`src/rtl/arith_dec_pkg.sv`:
```
package arith_dec_pkg;
  typedef enum logic [2:0] {ST_IDLE, ST_PRIME, ST_RUN, ST_DONE, ST_ERR} dec_state_e;
endpackage

```
`src/rtl/adc_model.sv`:
```
module adc_model #(
  parameter int          PR   = 8,
  parameter int          NSYM = 3,
  parameter int unsigned FREQ [NSYM] = '{20, 10, 20},
  parameter int unsigned FORB = 10,
  parameter int          SW   = $clog2(NSYM + 1)
) (
  input  logic [PR-1:0] low_i,
  input  logic [PR-1:0] high_i,
  input  logic [PR-1:0] val_i,
  output logic [SW-1:0] sym_o,
  output logic          forb_o,
  output logic [PR-1:0] low_o,
  output logic [PR-1:0] high_o
);
  function automatic int unsigned cum_at(input int k);
    int unsigned s;
    s = 0;
    for (int j = 0; j < NSYM; j++) if (j < k) s += FREQ[j];
    if (k > NSYM) s += FORB;
    return s;
  endfunction

  localparam int unsigned TOT = cum_at(NSYM + 1);
  localparam int RW = PR + 1;
  localparam int PW = RW + $clog2(TOT + 1);

  logic [RW-1:0] rng;
  logic [PW-1:0] num, tgt, lo_c, hi_c;

  always_comb begin
    rng  = {1'b0, high_i} - {1'b0, low_i} + RW'(1);
    num  = PW'({1'b0, val_i} - {1'b0, low_i}) + PW'(1);
    num  = num * PW'(TOT) - PW'(1);
    tgt  = num / PW'(rng);
    sym_o = '0;
    lo_c  = '0;
    hi_c  = PW'(cum_at(1));
    for (int k = 0; k <= NSYM; k++) begin
      if (tgt >= PW'(cum_at(k))) begin
        sym_o = SW'(k);
        lo_c  = PW'(cum_at(k));
        hi_c  = PW'(cum_at(k + 1));
      end
    end
    low_o  = PR'(PW'(low_i) + PW'(rng) * lo_c / PW'(TOT));
    high_o = PR'(PW'(low_i) + PW'(rng) * hi_c / PW'(TOT) - PW'(1));
    forb_o = (sym_o == SW'(NSYM));
  end
endmodule

```
`src/rtl/adc_renorm.sv`:
```
module adc_renorm #(
  parameter int PR = 8
) (
  input  logic [PR-1:0] low_i,
  input  logic [PR-1:0] high_i,
  input  logic [PR-1:0] val_i,
  input  logic          bit_i,
  output logic          need_o,
  output logic          e3_o,
  output logic [PR-1:0] low_o,
  output logic [PR-1:0] high_o,
  output logic [PR-1:0] val_o
);
  localparam logic [PR-1:0] HALF = PR'(1) << (PR - 1);
  localparam logic [PR-1:0] QTR  = PR'(1) << (PR - 2);
  localparam logic [PR-1:0] Q3   = HALF + QTR;

  logic [PR-1:0] off;

  always_comb begin
    off    = '0;
    need_o = 1'b1;
    e3_o   = 1'b0;
    if (high_i < HALF)                       off = '0;
    else if (low_i >= HALF)                  off = HALF;
    else if (low_i >= QTR && high_i < Q3) begin
      off  = QTR;
      e3_o = 1'b1;
    end else need_o = 1'b0;
    low_o  = (low_i - off) << 1;
    high_o = ((high_i - off) << 1) | PR'(1);
    val_o  = ((val_i - off) << 1) | PR'(bit_i);
  end
endmodule

```
`src/rtl/adc_stack.sv`:
```
module adc_stack #(
  parameter int DEPTH = 4,
  parameter int POS_W = 16,
  parameter int IW    = $clog2(DEPTH),
  parameter int CW    = $clog2(DEPTH + 1)
) (
  input  logic             clk_i,
  input  logic             rst_ni,
  input  logic             clr_i,
  input  logic             push_i,
  input  logic [POS_W-1:0] bf_i,
  input  logic [POS_W-1:0] bl_i,
  input  logic [POS_W-1:0] sf_i,
  input  logic [POS_W-1:0] sl_i,
  input  logic [IW-1:0]    rd_idx_i,
  output logic [CW-1:0]    count_o,
  output logic             ovf_o,
  output logic [POS_W-1:0] rd_bf_o,
  output logic [POS_W-1:0] rd_bl_o,
  output logic [POS_W-1:0] rd_sf_o,
  output logic [POS_W-1:0] rd_sl_o
);
  logic [POS_W-1:0] m_bf [DEPTH];
  logic [POS_W-1:0] m_bl [DEPTH];
  logic [POS_W-1:0] m_sf [DEPTH];
  logic [POS_W-1:0] m_sl [DEPTH];
  logic full;

  assign full = (count_o == CW'(DEPTH));

  always_ff @(posedge clk_i or negedge rst_ni) begin
    if (!rst_ni) begin
      count_o <= '0;
      ovf_o   <= 1'b0;
    end else if (clr_i) begin
      count_o <= '0;
      ovf_o   <= 1'b0;
    end else if (push_i) begin
      if (full) ovf_o <= 1'b1;
      else      count_o <= count_o + CW'(1);
    end
  end

  always_ff @(posedge clk_i) begin
    if (push_i && !clr_i && !full) begin
      m_bf[IW'(count_o)] <= bf_i;
      m_bl[IW'(count_o)] <= bl_i;
      m_sf[IW'(count_o)] <= sf_i;
      m_sl[IW'(count_o)] <= sl_i;
    end
  end

  assign rd_bf_o = m_bf[rd_idx_i];
  assign rd_bl_o = m_bl[rd_idx_i];
  assign rd_sf_o = m_sf[rd_idx_i];
  assign rd_sl_o = m_sl[rd_idx_i];


  cnt_bound_chk: assert property (@(posedge clk_i) disable iff (!rst_ni)
    count_o <= CW'(DEPTH));

  ovf_hold_chk: assert property (@(posedge clk_i) disable iff (!rst_ni)
    ovf_o && !clr_i |=> ovf_o);

  push_grow_chk: assert property (@(posedge clk_i) disable iff (!rst_ni)
    push_i && !clr_i && !full |=> count_o == $past(count_o) + CW'(1));
endmodule

```
`src/rtl/arith_dec_loc.sv`:
```
module arith_dec_loc
  import arith_dec_pkg::*;
#(
  parameter int          PR    = 8,
  parameter int          NSYM  = 3,
  parameter int unsigned FREQ [NSYM] = '{20, 10, 20},
  parameter int unsigned FORB  = 10,
  parameter int          DEPTH = 4,
  parameter int          POS_W = 16,
  parameter int          SW    = $clog2(NSYM + 1),
  parameter int          IW    = $clog2(DEPTH),
  parameter int          CW    = $clog2(DEPTH + 1)
) (
  input  logic             clk_i,
  input  logic             rst_ni,
  input  logic             start_i,
  input  logic [POS_W-1:0] nsym_i,
  input  logic [POS_W-1:0] nbits_i,
  input  logic             bit_i,
  input  logic             bit_valid_i,
  output logic             bit_ready_o,
  output logic             sym_valid_o,
  output logic [SW-1:0]    sym_o,
  output logic             done_o,
  output logic             err_o,
  output logic [POS_W-1:0] err_sym_o,
  output logic [POS_W-1:0] err_bit_o,
  output logic             ovf_o,
  output logic [CW-1:0]    count_o,
  input  logic [IW-1:0]    rd_idx_i,
  output logic [POS_W-1:0] rd_bit_first_o,
  output logic [POS_W-1:0] rd_bit_last_o,
  output logic [POS_W-1:0] rd_sym_first_o,
  output logic [POS_W-1:0] rd_sym_last_o
);
  dec_state_e       state_q;
  logic [PR-1:0]    low_q, high_q, val_q;
  logic [POS_W-1:0] sc3_q, cons_q, nsym_q, nbits_q, scnt_q, prime_q;
  logic [POS_W-1:0] stp_bf_q, stp_sf_q;
  logic             stp_sym_q, stp_sh_q;

  logic          have_bit, bit_val, bit_ok, start_ok;
  logic          r_need, r_e3;
  logic [PR-1:0] r_low, r_high, r_val, m_low, m_high;
  logic [SW-1:0] m_sym;
  logic          m_forb, closing, fin, run_idle, push;

  assign have_bit = cons_q < nbits_q;
  assign bit_val  = have_bit & bit_i;
  assign bit_ok   = !have_bit || bit_valid_i;
  assign start_ok = start_i && (state_q == ST_IDLE || state_q == ST_DONE || state_q == ST_ERR);

  adc_renorm #(.PR(PR)) u_renorm (
    .low_i(low_q), .high_i(high_q), .val_i(val_q), .bit_i(bit_val),
    .need_o(r_need), .e3_o(r_e3), .low_o(r_low), .high_o(r_high), .val_o(r_val)
  );

  adc_model #(.PR(PR), .NSYM(NSYM), .FREQ(FREQ), .FORB(FORB), .SW(SW)) u_model (
    .low_i(low_q), .high_i(high_q), .val_i(val_q),
    .sym_o(m_sym), .forb_o(m_forb), .low_o(m_low), .high_o(m_high)
  );

  // extended step closes at a concluded point with output, input and no pending E3
  assign closing  = stp_sym_q && stp_sh_q && (sc3_q == '0);
  assign fin      = (scnt_q == nsym_q);
  assign run_idle = (state_q == ST_RUN) && !r_need;
  assign push     = run_idle && (fin ? stp_sym_q : closing);

  assign bit_ready_o = have_bit && (state_q == ST_PRIME || (state_q == ST_RUN && r_need));
  assign done_o      = (state_q == ST_DONE);
  assign err_o       = (state_q == ST_ERR);

  adc_stack #(.DEPTH(DEPTH), .POS_W(POS_W), .IW(IW), .CW(CW)) u_stack (
    .clk_i(clk_i), .rst_ni(rst_ni), .clr_i(start_ok), .push_i(push),
    .bf_i(stp_bf_q), .bl_i(cons_q - POS_W'(1)),
    .sf_i(stp_sf_q), .sl_i(scnt_q - POS_W'(1)),
    .rd_idx_i(rd_idx_i), .count_o(count_o), .ovf_o(ovf_o),
    .rd_bf_o(rd_bit_first_o), .rd_bl_o(rd_bit_last_o),
    .rd_sf_o(rd_sym_first_o), .rd_sl_o(rd_sym_last_o)
  );

  always_ff @(posedge clk_i or negedge rst_ni) begin
    if (!rst_ni) begin
      state_q     <= ST_IDLE;
      low_q       <= '0;
      high_q      <= '1;
      val_q       <= '0;
      sc3_q       <= '0;
      cons_q      <= '0;
      nsym_q      <= '0;
      nbits_q     <= '0;
      scnt_q      <= '0;
      prime_q     <= '0;
      stp_bf_q    <= '0;
      stp_sf_q    <= '0;
      stp_sym_q   <= 1'b0;
      stp_sh_q    <= 1'b0;
      err_sym_o   <= '0;
      err_bit_o   <= '0;
      sym_valid_o <= 1'b0;
      sym_o       <= '0;
    end else begin
      sym_valid_o <= 1'b0;
      case (state_q)
        ST_PRIME: if (bit_ok) begin
          val_q   <= {val_q[PR-2:0], bit_val};
          cons_q  <= cons_q + POS_W'(1);
          prime_q <= prime_q + POS_W'(1);
          if (prime_q == POS_W'(PR - 1)) state_q <= ST_RUN;
        end
        ST_RUN: begin
          if (r_need) begin
            if (bit_ok) begin
              low_q    <= r_low;
              high_q   <= r_high;
              val_q    <= r_val;
              cons_q   <= cons_q + POS_W'(1);
              sc3_q    <= r_e3 ? sc3_q + POS_W'(1) : '0;
              stp_sh_q <= 1'b1;
            end
          end else if (fin) begin
            state_q <= ST_DONE;
          end else begin
            if (closing) begin
              stp_bf_q <= cons_q;
              stp_sf_q <= scnt_q;
              stp_sh_q <= 1'b0;
            end
            if (m_forb) begin
              state_q   <= ST_ERR;
              err_sym_o <= scnt_q;
              err_bit_o <= cons_q - POS_W'(1);
            end else begin
              low_q       <= m_low;
              high_q      <= m_high;
              scnt_q      <= scnt_q + POS_W'(1);
              stp_sym_q   <= 1'b1;
              sym_valid_o <= 1'b1;
              sym_o       <= m_sym;
            end
          end
        end
        default: if (start_i) begin
          nsym_q    <= nsym_i;
          nbits_q   <= nbits_i;
          cons_q    <= '0;
          scnt_q    <= '0;
          prime_q   <= '0;
          low_q     <= '0;
          high_q    <= '1;
          val_q     <= '0;
          sc3_q     <= '0;
          stp_bf_q  <= '0;
          stp_sf_q  <= '0;
          stp_sym_q <= 1'b0;
          stp_sh_q  <= 1'b0;
          err_sym_o <= '0;
          err_bit_o <= '0;
          state_q   <= ST_PRIME;
        end
      endcase
    end
  end


  interval_ok_chk: assert property (@(posedge clk_i) disable iff (!rst_ni)
    state_q == ST_RUN |-> (low_q <= high_q && val_q >= low_q && val_q <= high_q));

  no_sym_after_err_chk: assert property (@(posedge clk_i) disable iff (!rst_ni)
    err_o |-> !sym_valid_o);

  bit_count_chk: assert property (@(posedge clk_i) disable iff (!rst_ni)
    bit_ready_o && bit_valid_i |=> cons_q == $past(cons_q) + POS_W'(1));

  done_count_chk: assert property (@(posedge clk_i) disable iff (!rst_ni)
    $rose(done_o) |-> scnt_q == nsym_q);
endmodule

```
`config.mk`:
```
export PLATFORM = sky130hd
export DESIGN_NAME = arith_dec_loc
export DESIGN_NICKNAME = d
export VERILOG_FILES = /design/src/rtl/arith_dec_pkg.sv /design/src/rtl/adc_model.sv /design/src/rtl/adc_renorm.sv /design/src/rtl/adc_stack.sv /design/src/rtl/arith_dec_loc.sv
export SDC_FILE = /design/constraint.sdc
export NUM_CORES = 1
export LEC_CHECK = 0
export BUFFER_PORTS_ARGS = -buffer_cell sky130_fd_sc_hd__buf_2
export CAP_MARGIN = 20
export CELL_PAD_IN_SITES_DETAIL_PLACEMENT = 1
export CELL_PAD_IN_SITES_GLOBAL_PLACEMENT = 1
export CORE_UTILIZATION = 42
export CTS_CLUSTER_SIZE = 8
export DETAILED_ROUTE_END_ITERATION = 8
export PLACE_DENSITY = 0.68
export SYNTH_ARGS = -nofsm -noshare
export SYNTH_HDL_FRONTEND = slang
export SYNTH_SLANG_ARGS = --single-unit
```
`constraint.sdc`:
```
create_clock -name clk_i -period 50.3 [get_ports clk_i]
set_input_delay 5.03 -clock clk_i [delete_from_list [all_inputs] [get_ports clk_i]]
set_output_delay 5.03 -clock clk_i [all_outputs]
set_load 0.02 [all_outputs]
```
==> metrics.yaml, run 1 <==
numCtsBuffers: 66
wl_mm: 97.4
grt_pass1_vias: 27600
clock_latency_ps: 590
synth_cell_types: 101
yosys.area_share.simple_pct: 15.6
tightest_slew_ps: 1140
core_area_um2: 76200
syn_nets: 3570
setup_viol: 0
detail-route-antenna-nets: 0
synthCells: 3223
cts-root-buf: "clkbuf_16"
seq_area_frac_synth_pct: 38.8
layout_min_cycle_time_ps: 46970
clk_pin_slew_ps: 50
ff_latch_area_um2: 12600
die_w_um: 280
synth_top_family_by_area: "simple AND/OR/NAND/NOR gates"
die_area_um2: 78400
async_reset_ff_share_pct: 43.4
slew_violations: 0
areaGrowthSynthToFinish_pct: 13.8
path_common_cell: "ha_1"
ys_ff_latch: 452
start_kind: "flip-flop"
clock_skew_ps: 48.0
yosys.area_share.adder_pct: 13.7
timing.fmax_ghz: 0.0213
htreeDepth: 3
endpoint_kind: "flip-flop"
clock-sinks: 452
synthFlopType: "edfxtp_1"
finalNetCount: 3727
io_buffers: 144
io_pins: 145
synth_compound_area_share_pct: 14.8
fin_tns_setup_ps: 0
drt-wirelength-per-cell_um: 21.8
multiInputGateArea_um2: 19000
grt_max_degree: 72
syn_area_um2: 32400
max_slew_margin_pct: 24.1
grt_pass1_wl_mm: 154
timing_worst_setup_path_type: "reg2reg"
syn_avg_cell_area_um2: 10.1
yosysWarnings: 0
run_status: "complete, no violations"
die_h_um: 280
dpl.hpwl_mm: 69.0
antenna_found_initial: 3
cp_max_fo: 26
ys_top_cells_by_area: "edfxtp_1 24%, dfrtp_1 15%, ha_1 9.5%, mux4_2 4.4%, nand2_1 3.9%"
drc: 0
hold_violations: 0
drt-pass1-iter-count: 5
crit_arrival_ps: 47470
muxShareOfSynthArea_pct: 6.62
start_util_pct: 42.6
hold_buffers: 0
synth_area_leader_cell: "edfxtp_1"
cap_violations: 0
critPathRequiredTime_ps: 50800
clockBufferDepth: 3
track_usage_pct: 24.6
synth-edff-count: 256
min_period_over_period_pct: 93.4
drtIter0Drc: 1458
synthTopCellsByCount: "336 x nand2_1, 256 x edfxtp_1, 246 x ha_1, 219 x nor2_1, 209 x inv_1"
rows: 101
worst_hold_path_type: "reg2reg"
synth_xor_area_share_pct: 6.47
vias: 26000
slowest_stage: "fa_1"
grt-ovfl-total: 0
yosys.area.top_type_share_pct: 23.7
synth_most_common_cell: "nand2_1"
fill_cells: 8483
cts_tree: "done"
drive_above_1_share_pct: 15.2
gp_congestion: 0.883
cpPeakStageDelay_ps: 630
viasPerCell: 5.82
==> registers in the layout (all words and copies together), names as in the netlist, 8 cells and up <==
name          cells
cons_q           16
err_bit_o        16
err_sym_o        16
high_q            8
low_q             8
nbits_q          16
nsym_q           16
prime_q          16
sc3_q            16
scnt_q           16
stp_bf_q         16
stp_sf_q         16
u_stack.m_bf     64
u_stack.m_bl     64
u_stack.m_sf     64
u_stack.m_sl     64
val_q             8
==> logic make-up (layout without fill, tap and decap cells) <==
group                    Yosys count  after routing
adder cells (fa/ha/maj)          320            320
other                              0              2
multiplexers                     128            128
AND/OR/NAND/NOR                 1033           1033
flip-flops                       452            452
buffers and inverters            340            544
XOR/XNOR                         232            232
AO/OA/AOI/OAI                    718            721
==> per-stage QoR <==
step | setup slack, ps | std cells | area [um^2] | utilization, % | hold slack (ps)
5_1_grt | -293 | 4461 | 36900 | 48.5 | 522
6_report | 3330 | 4462 | 36900 | 48.5 | 490
3_5_place_dp | -714 | 4301 | 34200 | 44.9 | 474
4_1_cts | 6.54 | 4420 | 36300 | 47.6 | 497
3_3_place_gp | 1220 | 4301 | 34200 | 44.9 | 470
2_1_floorplan | 6640 | 3223 | 32400 | - | 447
==> per-layer routing <==
layer | GRT usage, % | wire length (um) | share of wire, %
met3 | 3.12 | 3820 | 3.9
met2 | 43.7 | 49300 | 51
met1 | 30.9 | 41700 | 43
met4 | 8.07 | 2480 | 2.5
met5 | 0 | 0 | 0
==> area by class of cell <==
class                           count  area share, %
Tap cell                         1030           3.49
Multi-Input combinational cell   2434           51.4
Timing Repair Buffer              212           3.39
Inverter                          214           2.17
Clock buffer                      111           4.96
Antenna cell                        2         0.0135
Sequential cell                   452           34.1
Clock inverter                      7          0.457
==> worst max-delay path, delay by kind of cell (launching register included) <==
kind | cells | cell delay (ps)
AO/OA/AOI/OAI | 95 | 17820
adder cells (fa/ha/maj) | 33 | 11350
AND/OR/NAND/NOR | 66 | 11150
multiplexers | 7 | 2190
XOR/XNOR | 10 | 2130
buffers and inverters | 17 | 1860
flip-flops | 1 | 390
==> cell usage in the layout (no fill, tap or decap), types with 10 or more instances in the layout <==
master     synthesis  routed
o21ai_1            5      10
nor2b_1           33      32
clkbuf_1          91      44
mux4_2            64      64
xnor2_1          121     117
or2_2             19      20
a21o_1            82      79
nand2b_1          56      56
maj3_1            12      12
or3_1             32      32
nor2_1           219     212
a21oi_1          162     152
inv_1            209     209
nor3_1            71      67
o21a_1            47      45
dfrtp_1          188     188
buf_4              2      67
edfxtp_1         256     256
nand3_1           96      96
a22o_1            35      35
o21ai_0          148     142
clkbuf_16          0      66
mux2i_1           24      23
nand2_1          336     335
and3_1            30      30
nor4_1            24      21
fa_1              62      62
buf_2             21     142
or4_1             12      12
and2_1            21      16
mux2_2            32      32
o211ai_1          29      29
a211oi_1          29      26
o21bai_1          21      20
xor2_1           105      98
ha_1             246     246
nand4_1           39      39
o31ai_1           31      30
a31oi_1           29      26
==> worst paths after layout <==
check,from,to,slack (ps),depth (start not counted)
worst max-delay path,val_q[0],high_q[7],3330,228
min in group asynchronous,rst_ni,stp_bf_q[14],4440,1
worst min-delay path,nsym_q[15],nsym_q[15],490,2
max in group asynchronous,rst_ni,prime_q[13],44390,2
worst max register to register,val_q[0],high_q[7],3330,228
worst min register to register,nsym_q[15],nsym_q[15],490,2
==> what timing repair did <==
| action | 4_1_cts | 5_1_grt |
|---|---|---|
| resized for setup | 5 | 74 |
| cloned | 1 | 2 |
| pin swaps | 1 | 7 |
| hold endpoints to repair | 0 | 0 |
| buffers inserted | 0 | 36 |
| endpoints found under the setup margin | 9 | 16 |
Power of run 1 is not shown: default switching activity piles up to over one toggle a cycle in this logic, so the estimate is an artifact.
==> inputs of run 2 (changes only) <==
CORE_ASPECT_RATIO = 1.2   (was unset)
PLACE_DENSITY = 0.82   (was 0.68)
==> run 2 against run 1 <==
Effect of this change:
- worst hold slack improved by 17 ps
- critical path depth increased by 2
- design area decreased by 0.56%
- sequential share of layout area increased by 0.19 points
- die area about the same
- global-route usage increased by 1.9 points
- core utilization decreased by 0.39 points
- setup slack improved by 24 ps
- critical path type unchanged
==> metrics.yaml, run 2 (synthesis results as in run 1) <==
run_status: "complete, no violations"
cp_top_family: "compound AO/OA/AOI/OAI gates"
wl_mm: 106
cts_tree: "done"
multiInputGateArea_um2: 18800
die_w_um: 256
finalNetCount: 3720
clockBufferDepth: 3
path_buf_inv: 16
drt-pass1-iter-count: 6
cts-root-buf: "clkbuf_16"
ff_latch_area_um2: 12600
antenna_found_initial: 1
path_common_cell: "a21o_1"
io_pins: 145
viasPerCell: 6.08
areaGrowthSynthToFinish_pct: 13.2
clk_pin_slew_ps: 60
grt_max_degree: 72
diodes: 0
tightest_slew_ps: 1230
fill_cells: 8514
rows: 111
holdWs_ps: 506
worst_hold_path_type: "reg2reg"
timing_worst_setup_path_type: "reg2reg"
clock_skew_ps: 33.2
detail-route-antenna-nets: 0
grt_pass1_vias: 28200
drt-wirelength-per-cell_um: 23.8
cpPeakStageDelay_ps: 540
die_area_um2: 78400
track_usage_pct: 26.6
start_util_pct: 42.5
timing.fmax_ghz: 0.0213
drc: 0
cap_violations: 0
drtIter0Drc: 2307
layout_min_cycle_time_ps: 46950
gp_congestion: 0.901
grt_pass1_wl_mm: 164
clock-sinks: 452
final_cell_mix: "335 x nand2_1, 256 x edfxtp_1, 246 x ha_1"
clock_latency_ps: 600
grt-ovfl-total: 0
final_area_um2: 36700
min_period_over_period_pct: 93.3
core_area_um2: 76400
hold_violations: 0
slowest_stage: "fa_1"
cp_max_fo: 26
crit_arrival_ps: 47450
slew_violations: 0
endpoint_kind: "flip-flop"
setup_viol: 0
vias: 27000
die_h_um: 306
placed_area_um2: 34300
start_kind: "flip-flop"
critPathRequiredTime_ps: 50810
dpl.hpwl_mm: 70.3
final_common_cell: "nand2_1"
numCtsBuffers: 66
drive_above_1_share_pct: 14.9
htreeDepth: 3
max_slew_margin_pct: 17.4
io_buffers: 144
hold_buffers: 0
run 2: final cells by class:
type                            count  share of cell area (%)
Clock buffer                      111                    5.07
Clock inverter                      6                   0.330
Inverter                          214                    2.20
Multi-Input combinational cell   2431                    51.3
Sequential cell                   452                    34.3
Tap cell                         1017                    3.46
Timing Repair Buffer              208                    3.32
run 2: what timing repair did:
item,4_1_cts,5_1_grt
gates resized for setup,0,67
endpoints found under the setup margin,0,16
setup buffers,0,24
run 2: worst min-delay path, stage by stage, from the launching register on:
cell and delay (ps):
dfrtp_1 350, nand2_1 60, o31ai_1 60
run 2: per-layer routing:
| metal | vias to the layer above | part of all wire (%) | global-route usage [%] |
|---|---|---|---|
| met2 | 1098 | 52 | 48.4 |
| met5 | - | 0.010 | 0 |
| met4 | 2 | 4.5 | 11.3 |
| li1 | 12000 | - | - |
| met1 | 13600 | 38 | 31.3 |
| met3 | 297 | 5.3 | 3.17 |
run 2: worst paths after layout:
check	from	endpoint	slack, ps	cells past startpoint
hold / removal	val_q[0]	val_q[0]	510	2
hold reg to reg	val_q[0]	val_q[0]	510	2
setup reg to reg	low_q[0]	high_q[7]	3350	230
max in group asynchronous	rst_ni	stp_sf_q[5]	43520	3
setup / recovery	low_q[0]	high_q[7]	3350	230
min in group asynchronous	rst_ni	err_bit_o[14]	4420	1
run 2: through the flow:
| step | TNS (ps) | std cells | util (%) | setup WS, ps |
|---|---|---|---|---|
| 4_1_cts | 0 | 4414 | 47.5 | 15.3 |
| 5_1_grt | -1230 | 4439 | 48.1 | -395 |
| 2_1_floorplan | 0 | 3223 | - | 6640 |
| 3_5_place_dp | 0 | 4297 | 44.9 | 270 |
| 6_report | 0 | 4439 | 48.1 | 3350 |
| 3_3_place_gp | 0 | 4297 | 44.9 | 1790 |
Power of run 2 is left out for the same reason.
==> inputs of run 3 (changes only) <==
ABC_AREA = 1   (was unset)
PLACE_DENSITY = 0.85   (was 0.82)
clock period = 59.7 ns   (was 50.3 ns; I/O delays follow)
==> run 3 against run 2 <==
Effect of this change:
- worst hold slack got worse by 33 ps
- core utilization decreased by 0.39 points
- critical path depth grew 36
- global-route usage shrank 0.58 points
- via count up 4.2%
- flip-flop and latch count unchanged
- design area shrank 2.2%
- first-iteration DRC count shrank 20%
- setup slack gained 13000 ps
- highest routed layer unchanged
==> metrics.yaml, run 3 <==
critPathLaunch: "low_q[1]"
hold_violations: 0
clockBufferDepth: 3
worst_hold_path_type: "reg2reg"
max_slew_margin_pct: 27.3
endpoint_kind: "flip-flop"
yosysWarnings: 0
slew_violations: 0
timing_worst_setup_path_type: "reg2reg"
drt-pass1-iter-count: 5
grt-ovfl-total: 0
clock_latency_ps: 610
wl_mm: 102
tightest_slew_ps: 1090
drive_above_1_share_pct: 10.2
die_h_um: 305
detail-route-antenna-nets: 0
cts_tree: "done"
fin_tns_setup_ps: 0
gp_congestion: 0.871
grt_pass1_vias: 29900
diodes: 0
io_buffers: 144
synthFlopType: "edfxtp_1"
synth_cell_types: 67
layout_min_cycle_time_ps: 43290
placed_area_um2: 33800
areaGrowthSynthToFinish_pct: 12.0
ys_top_cells_by_area: "edfxtp_1 24%, dfrtp_1 15%, ha_1 9.6%, nand2_1 8.6%, inv_1 6.5%"
r2r_cells: 266
clk_pin_slew_ps: 60
dpl.hpwl_mm: 71.7
numCtsBuffers: 67
cts-root-buf: "clkbuf_16"
path_common_cell: "inv_1"
timing.fmax_ghz: 0.0231
cap_violations: 0
slowest_stage: "fa_1"
yosys.area.top_type_share_pct: 24.0
rsz0062_at_grt: "false"
endpoint: "high_q[7]"
drt-wirelength-per-cell_um: 20.0
syn_avg_cell_area_um2: 8.23
cp_max_fo: 19
synth_most_common_cell: "nand2_1"
syn_nets: 4242
setup_ws_ps: 16410
vias: 28100
run_status: "complete, no violations"
holdWs_ps: 473
start_kind: "flip-flop"
grt_max_degree: 124
synthTopCellsByCount: "734 x nand2_1, 555 x inv_1, 406 x nor2_1, 319 x o21ai_0, 256 x edfxtp_1"
hold_buffers: 0
die_w_um: 254
ys_ff_latch: 452
post-cts-setup-buffers: 0
seq_area_frac_synth_pct: 39.3
io_pins: 145
r2r-end: "high_q[7]"
grt_pass1_wl_mm: 160
drtIter0Drc: 1857
drc: 0
critPathRequiredTime_ps: 60250
final_cell_mix: "734 x nand2_1, 554 x inv_1, 400 x nor2_1"
rows: 110
setup_viol: 0
synthCells: 3895
clock-sinks: 452
die_area_um2: 77400
clock_skew_ps: 39.1
viasPerCell: 5.51
antenna_found_initial: 3
cpPeakStageDelay_ps: 700
rrSetupSlack_ps: 16410
async_reset_ff_share_pct: 43.4
pre_cts_ws_ps: 16500
crit_arrival_ps: 43840
post_cts_resized: 0
finalNetCount: 4382
min_period_over_period_pct: 72.5
synth_area_leader_cell: "edfxtp_1"
core_area_um2: 75300
final_common_cell: "nand2_1"
worstReg2RegStart: "low_q[1]"
final_area_um2: 35900
track_usage_pct: 26.0
synth-edff-count: 256
start_util_pct: 42.6
syn_area_um2: 32100
htreeDepth: 3
==> run 3: cell count changes in the layout (fill, tap and decap cells not counted), sizes merged, moves of 65 or more <==
| cell | previous run | this run |
|---|---|---|
| nand2 | 336 | 796 |
| inv | 213 | 577 |
| nor2 | 219 | 427 |
| o21ai | 153 | 341 |
| nand3 | 97 | 169 |
| a21o | 82 | 13 |
| xnor2 | 124 | 58 |
| o22ai | 5 | 70 |
==> run 3: routing by layer <==
layer  wire, um  vias up  global-route usage [%]
met3       4700      230                    3.61
met5         20        -                       0
li1           -    13200                       -
met1      40500    13900                    29.7
met2      52900      766                    48.0
met4       3730        4                    10.5
==> run 3: layout make-up <==
cell class / count / area (um^2)
repair buffers: 169 / 973
inverters: 587 / 2210
well taps: 1008 / 1260
flip-flops and latches: 452 / 12600
fillers: 9085 / 39400
clock buffers: 115 / 1920
multi-input cells: 2758 / 16900
clock inverters: 7 / 72.6
==> run 3: cells by family after synthesis <==
kind of cell / after synthesis / synth area share [%]
multiplexers: 6 / 0.211
flip-flops: 452 / 39.3
adder cells (fa/ha/maj): 308 / 13.5
AND/OR/NAND/NOR: 1562 / 21.5
AO/OA/AOI/OAI: 690 / 12.0
XOR/XNOR: 192 / 5.29
buffers and inverters: 685 / 8.21
==> run 3: worst max-delay path: cells and delay by family (launching register included) <==
kind	cells	cell delay, ps
buffers and inverters	44	4500
adders and majority gates	27	9290
AOI/OAI and AO/OA	71	13340
xor gates and xnor gates	13	2310
DFF	1	430
and+or+nand+nor	111	13270
==> run 3: worst min path at each step <==
stage | startpoint | end | slack, ps | depth (start not counted)
after CTS | sc3_q[14] | sc3_q[14] | 470 | 1
after floorplan | sc3_q[14] | sc3_q[14] | 430 | 1
after detailed placement | err_bit_o[6] | err_bit_o[6] | 460 | 2
final | err_bit_o[6] | err_bit_o[6] | 470 | 2
after global placement | sc3_q[14] | sc3_q[14] | 450 | 1
after global routing | sc3_q[14] | sc3_q[14] | 480 | 1
==> run 3: metrics by stage <==
step           std cells  util (%)
2_1_floorplan       3895         -
3_3_place_gp        4971      44.9
3_5_place_dp        4971      44.9
4_1_cts             5093      47.6
5_1_grt             5096      47.7
6_report            5096      47.7
Power of run 3 is left out for the same reason.
